File: config.mk
export PLATFORM = sky130hd
export DESIGN_NAME = stream_stall_timer
export DESIGN_NICKNAME = d
export VERILOG_FILES = /design/src/rtl/stt_pkg.sv /design/src/rtl/stt_stall_gate.sv /design/src/rtl/stt_prescaler.sv /design/src/rtl/stt_tick_count.sv /design/src/rtl/stream_stall_timer.sv
export SDC_FILE = /design/constraint.sdc
export NUM_CORES = 1
export LEC_CHECK = 0
export ABC_AREA = 0
export BUFFER_PORTS_ARGS = -buffer_cell sky130_fd_sc_hd__buf_2
export CORE_UTILIZATION = 50
export DETAILED_ROUTE_END_ITERATION = 8
export PLACE_DENSITY = 0.71
export SYNTH_ARGS = -nofsm -noshare
export SYNTH_HDL_FRONTEND = slang
export SYNTH_SLANG_ARGS = --single-unit
export TNS_END_PERCENT = 10
File: constraint.sdc
create_clock -name clk -period 3.75 [get_ports clk]
set_clock_uncertainty 0.2 [all_clocks]
set_input_delay 0.375 -clock clk [delete_from_list [all_inputs] [get_ports clk]]
set_output_delay 0.375 -clock clk [all_outputs]
set_load 0.01 [all_outputs]
File: src/rtl/stt_pkg.sv
package stt_pkg;

  // Stall condition: enabled, data left, sink refusing.
  function automatic logic stall_cond(input logic en, input logic pend, input logic rdy);
    return en & pend & ~rdy;
  endfunction

  // Prescaler wraps once its count has reached the programmed value.
  function automatic logic wrap_now(input int unsigned cnt, input int unsigned top);
    return cnt >= top;
  endfunction

  // A zero limit behaves as one tick.
  function automatic int unsigned eff_limit(input int unsigned lim);
    return (lim == 0) ? 1 : lim;
  endfunction

  // The tick in progress completes the limit.
  function automatic logic limit_hit(input int unsigned ticks_done, input int unsigned lim);
    return (ticks_done + 1) >= eff_limit(lim);
  endfunction

endpackage

File: src/rtl/stt_stall_gate.sv
module stt_stall_gate
  import stt_pkg::*;
(
  input  logic clk,
  input  logic rst_n,
  input  logic en,
  input  logic pend,
  input  logic rdy,
  input  logic expire,
  output logic stall,
  output logic run_en,
  output logic spent
);

  assign stall  = stall_cond(en, pend, rdy);
  assign run_en = stall & ~spent;

  always_ff @(posedge clk or negedge rst_n) begin
    if (!rst_n)      spent <= 1'b0;
    else if (!stall) spent <= 1'b0;
    else if (expire) spent <= 1'b1;
  end

endmodule

File: src/rtl/stt_prescaler.sv
module stt_prescaler
  import stt_pkg::*;
#(
  parameter int PRE_W = 12
) (
  input  logic             clk,
  input  logic             rst_n,
  input  logic             run_en,
  input  logic [PRE_W-1:0] presc,
  output logic [PRE_W-1:0] pc,
  output logic             tick
);

  logic wrap;
  assign wrap = wrap_now(32'(pc), 32'(presc));
  assign tick = run_en & wrap;

  always_ff @(posedge clk or negedge rst_n) begin
    if (!rst_n)       pc <= '0;
    else if (!run_en) pc <= '0;
    else if (wrap)    pc <= '0;
    else              pc <= pc + 1'b1;
  end

endmodule

File: src/rtl/stt_tick_count.sv
module stt_tick_count
  import stt_pkg::*;
#(
  parameter int LIM_W = 12
) (
  input  logic             clk,
  input  logic             rst_n,
  input  logic             run_en,
  input  logic             tick,
  input  logic [LIM_W-1:0] limit,
  output logic [LIM_W-1:0] tc,
  output logic             expire
);

  assign expire = tick & limit_hit(32'(tc), 32'(limit));

  always_ff @(posedge clk or negedge rst_n) begin
    if (!rst_n)       tc <= '0;
    else if (!run_en) tc <= '0;
    else if (expire)  tc <= '0;
    else if (tick)    tc <= tc + 1'b1;
  end

endmodule

File: src/rtl/stream_stall_timer.sv
module stream_stall_timer #(
  parameter int PRE_W = 12,
  parameter int LIM_W = 12
) (
  input  logic             clk,
  input  logic             rst_n,
  input  logic             tmo_en,
  input  logic [PRE_W-1:0] presc_val,
  input  logic [LIM_W-1:0] limit_val,
  input  logic             bytes_pending,
  input  logic             sink_ready,
  output logic             timeout_o
);

  logic stall, run_en, spent, tick, expire;
  logic [PRE_W-1:0] pc;
  logic [LIM_W-1:0] tc;

  stt_stall_gate u_gate (
    .clk(clk), .rst_n(rst_n), .en(tmo_en), .pend(bytes_pending), .rdy(sink_ready),
    .expire(expire), .stall(stall), .run_en(run_en), .spent(spent)
  );

  stt_prescaler #(.PRE_W(PRE_W)) u_presc (
    .clk(clk), .rst_n(rst_n), .run_en(run_en), .presc(presc_val), .pc(pc), .tick(tick)
  );

  stt_tick_count #(.LIM_W(LIM_W)) u_ticks (
    .clk(clk), .rst_n(rst_n), .run_en(run_en), .tick(tick), .limit(limit_val),
    .tc(tc), .expire(expire)
  );

  always_ff @(posedge clk or negedge rst_n) begin
    if (!rst_n) timeout_o <= 1'b0;
    else        timeout_o <= expire;
  end

endmodule

Word level (Yosys, flattened, before mapping)
Cells that the tools add are included.
{"block": "op_classes", "addsub": 3, "mul": 0, "div_mod_pow": 0, "order_cmp": 2, "n_eq_ne": 2, "n_shift": 0, "mux": 8, "n_bitwise": 7, "reduce_logical": 1}
{"operator": "12-bit 2-to-1 mux", "count": 6}
{"operator": "32-bit greater-or-equal comparator", "count": 1}
{"operator": "12-bit by 1-bit adder with 12-bit output (second input constant)", "count": 2}
{"operator": "12-bit by 1-bit adder with 13-bit output (second input constant)", "count": 1}
{"operator": "12-bit greater-or-equal comparator", "count": 1}
{"operator": "12-bit logical NOT", "count": 1}
{"operator": "1-bit AND", "count": 5}
{"operator": "3-bit by 2-bit != test with 1-bit output (second input constant)", "count": 1}
{"operator": "1-bit 2-to-1 mux", "count": 2}
{"operator": "2-bit != test (second input constant)", "count": 1}
{"operator": "1-bit inverter", "count": 2}
{"block": "word_totals", "regBits": 26, "latch_bits": 0, "ram_bits": 0, "romBits": 0, "in_bits": 29, "output_inout_bits": 1, "wordCells": 27, "mem_count": 0}

Longest topological paths before layout
{"block": "depth", "ltp_word": 7, "ltp_mapped": 13, "depth_no_buf": 12}

Hierarchy
A second synthesis with hierarchy kept.
{"block": "unflattened", "hier_cells": 218, "hier_area_um2": 2107.0}
{"mod": "stt_tick_count", "n_inst": 1, "cells_each": 114, "area_each_um2": 1059.8, "seq_area_each_um2": 300.3}
{"mod": "stt_prescaler", "n_inst": 1, "cells_each": 97, "area_each_um2": 959.7, "seq_area_each_um2": 300.3}
{"mod": "stt_stall_gate", "n_inst": 1, "cells_each": 6, "area_each_um2": 62.6, "seq_area_each_um2": 25.0}
{"mod": "stream_stall_timer", "n_inst": 1, "cells_each": 1, "area_each_um2": 25.0, "seq_area_each_um2": 25.0}

Worst setup path before layout
No wires, ideal clock.
{"block": "synth_path", "path_kind": "reg2reg", "startpoint": "reg u_ticks.tc[0]", "endpoint": "reg u_ticks.tc[5]", "setup_ps": 83, "arrival_time_ps": 2877, "path_slack_ps": 590, "path_stages_with_launch": 14, "path_buffers": 1, "path_cell_list": "dfrtp_1 -> ha_1 -> and4_1 -> nand4_1 -> or2_2 -> xnor2_1 -> ha_1 -> and4_1 -> a21oi_1 -> o21ai_1 -> a311oi_4 -> buf_6 -> o211ai_1 -> o21ai_0"}
{"block": "synth_via", "elab_chain_cells": 5, "elab_cells_between_ends": 8}
{"element": "start, declared", "line": "stt_tick_count.sv:11", "text": "output logic [LIM_W-1:0] tc,"}
{"element": "start signal, assigned", "line": "stt_tick_count.sv:21", "text": "else if (tick) tc <= tc + 1'b1;"}
{"element": "12-bit by 1-bit adder with 13-bit output", "line": "stt_pkg.sv:20", "text": "return (ticks_done + 1) >= eff_limit(lim);"}
{"element": "32-bit greater-or-equal comparator", "line": "stt_pkg.sv:20"}
{"element": "1-bit AND", "line": "stt_tick_count.sv:15", "text": "assign expire = tick & limit_hit(32'(tc), 32'(limit));"}
{"element": "12-bit 2-to-1 mux", "line": "stt_tick_count.sv:20", "text": "else if (expire) tc <= '0;"}
{"element": "12-bit 2-to-1 mux", "line": "stt_tick_count.sv:19", "text": "else if (!run_en) tc <= '0;"}
Parallel ways exist; a longest one is shown, timed or not. The select of a mux whose other input is x is not followed.
A chain may end at the register's enable or synchronous reset.

Worst setup path in the final report
{"block": "layout_path", "startpoint": "reg u_ticks.tc[0]", "endpoint": "reg u_ticks.tc[2]"}
Same word-level chain as after synthesis.

==> out/metrics.cfg <==
[floorplanning]
coreArea_um2 = 3716
dieArea_um2 = 4184
rows = 22
dieHeight_um = 64.68
initial_utilization = 0.5286
io_pins = 30
die_w_um = 64.68

[route]
drt_wl_total_um = 3660
drc_errors = 0
antenna_left = 0
drt_first_pass_iters = 4
via_count = 1591
drt_iter0_drc = 103
viasPerCell = 5.430
wl_per_cell_um = 12.49

[synthesis]
synth_cell_type_count = 44
synthCells = 213
synth_seq_area_share = 0.3312
synth_edf_count = 0
syn_nets = 268
ys_ff_latch = 26
synth_warnings = 0
synth_flop_cell = dfrtp_1
synth_area_per_cell_um2 = 9.222
synth-async-reset-ratio = 1.000
netlist_area_um2 = 1964

[clocking]
cts_buffer_depth = 2
cts.clk_slew.worst_paths_ns = 0.09
cts_tree = done
clock_sinks = 26
cts_setup_buffers = 0
htree_levels = 1
cts_made_buffers = 3
cts_root_buffer = clkbuf_8
clk_latency_ns = 0.27

[sta]
min_period_over_period = 0.9199
rsz0062_at_grt = no
slew_violations = 0
tightest_slew_ns = 0.7221
fin_crit_ns = 3.450
hold_violations = 0
slew_headroom = 0.5168
tns_ns = 0
max_freq_mhz = 289.9
finalSetupViolCount = 0

[cells_and_area]
drive_above_1_share = 0.1878
final_cell_mix = buf_2, inv_1, ha_1, dfrtp_1, nor2_1
final_common_cell = buf_2
syn_to_final_growth_pct = 13.25
antennaDiodeCount = 0
post-route-util = 0.5987
nFillCells = 341
nets = 301

[power_and_ir_drop]
leakage_nw = 1.184
power_density_nw_per_um2 = 231.4
vdd_ir_drop_max_v = 0.0002140

[grt]
grt_max_degree = 27
track_usage = 0.1961
grt.overflow.total = 0
grt_pass1_vias = 1471
antenna_found_initial = 0
grt_pass1_wl_um = 6375

[critical_path]
regToRegStartpoint = u_ticks.tc[0]
arrival_ns = 3.45
critPathTopFamily = simple AND/OR/NAND/NOR gates
endpoint = u_ticks.tc[2]
r2r_end = u_ticks.tc[2]
slowest_delay_ns = 0.43
path_max_fanout = 15
crit_chain = ha_1 -> and4_1 -> nand4_1 -> or2_2 -> xnor2_1 -> ha_1 -> and4_1 -> a21oi_1 -> o21ai_1 -> a311oi_4 -> buf_6 -> nand4b_1 -> a31oi_1
crit_slowest_cell = dfrtp_1
crit_start = u_ticks.tc[0]
worstSetupPathType = register to register
cp.depth = 13
required_ns = 3.75
critPathBufInv = 1
r2r_cells = 13
start_kind = register
crit_path_end_kind = register
r2r_setup_slack_ns = 0.30

[placement]
place_hpwl_um = 2870
globalplace.congestion = 0.7592
io_buffers = 29

[outcome]
status = finished clean

[hold_path]
hold_path_class = input pin to register

[flow_run]
maxCapViolations = 0

[repair_timing]
action	CTS	global route
hold buffers	1	0
setup endpoints to repair	0	2
hold endpoints to repair	26	0
resized for setup	0	1
[flip-flops by register name, summed over array words and instances (netlist names)]
name          flops
u_ticks.tc       12
u_gate.spent      1
timeout_o         1
u_presc.pc       12
[cells in the mapped netlist (2+ instances only)]
cell	count	area, um^2
nand4b_1	2	17.52
and4_1	2	17.52
or2_2	4	25.02
and3_1	5	31.28
a31oi_1	2	12.51
nand4_1	2	12.51
nand3_1	11	55.05
a32o_1	7	70.07
o211a_1	2	20.02
ha_1	26	325.3
a21o_1	3	22.52
nand2_1	16	60.06
nor4_1	2	12.51
dfrtp_1	26	650.6
xnor2_1	8	70.07
o21ai_0	3	15.01
buf_2	2	10.01
a21oi_1	8	40.04
inv_1	26	97.59
nor3_1	6	30.03
and2_1	2	12.51
xor2_1	9	78.83
nor2_1	18	67.56
[cell families after synthesis]
logic type,share of synthesized area
and+or+nand+nor,0.1975
AOI/OAI and AO/OA,0.1605
buffers and inverters,0.06433
adders and majority gates,0.1656
DFF,0.3312
xor gates and xnor gates,0.07580
muxes,0.005096
[metal layers]
layer / part of all wire / track usage / up-vias
met3: 0.020 / 0.04225 / 2
met4: 0.0063 / 0.04167 / 0
met5: 0 / 0 / -
li1: - / - / 820
met1: 0.52 / 0.2654 / 755
met2: 0.45 / 0.3197 / 14
[stage by stage]
| stage | cells | power (mW) | setup WS (ns) | hold WS (ns) | instance area [um^2] |
|---|---|---|---|---|---|
| 2_1_floorplan | 213 | 0.3109 | 0.5900 | -0.1206 | 1964 |
| 3_3_place_gp | 288 | 0.3365 | 0.3547 | 0.2139 | 2156 |
| 3_5_place_dp | 288 | 0.3374 | 0.2982 | 0.2081 | 2156 |
| 4_1_cts | 293 | 0.5196 | 0.2766 | 0.07393 | 2221 |
| 5_1_grt | 293 | 0.5359 | 0.01588 | 0.08610 | 2225 |
| 6_report | 293 | 0.5148 | 0.3005 | 0.08277 | 2225 |
[cell type report]
| cell class | count | area [um^2] | area share |
|---|---|---|---|
| clock buffer | 4 | 55.05 | 0.02475 |
| inverter | 26 | 97.59 | 0.04387 |
| multi-input combinational | 157 | 1187 | 0.5337 |
| sequential | 26 | 650.6 | 0.2925 |
| tap | 48 | 60.06 | 0.02700 |
| timing repair buffer | 32 | 173.9 | 0.07818 |
[power by group]
| part | leakage [nW] | total [mW] | internal [mW] | switching, mW |
|---|---|---|---|---|
| registers | 0.363 | 0.281 | 0.281 | 0.000732 |
| logic | 0.792 | 0.0504 | 0.0233 | 0.0271 |
| clock network | 0.0288 | 0.183 | 0.0940 | 0.0891 |
[worst min path at each step]
stage                     startpoint             to  depth (start not counted)
after detailed placement       rst_n  u_presc.pc[3]                          1
after global routing      sink_ready   u_gate.spent                          2
after floorplan                rst_n      timeout_o                          0
after CTS                 sink_ready   u_gate.spent                          2
final                     sink_ready   u_gate.spent                          2
after global placement         rst_n  u_presc.pc[3]                          1
(Power assumes the default switching activity.)
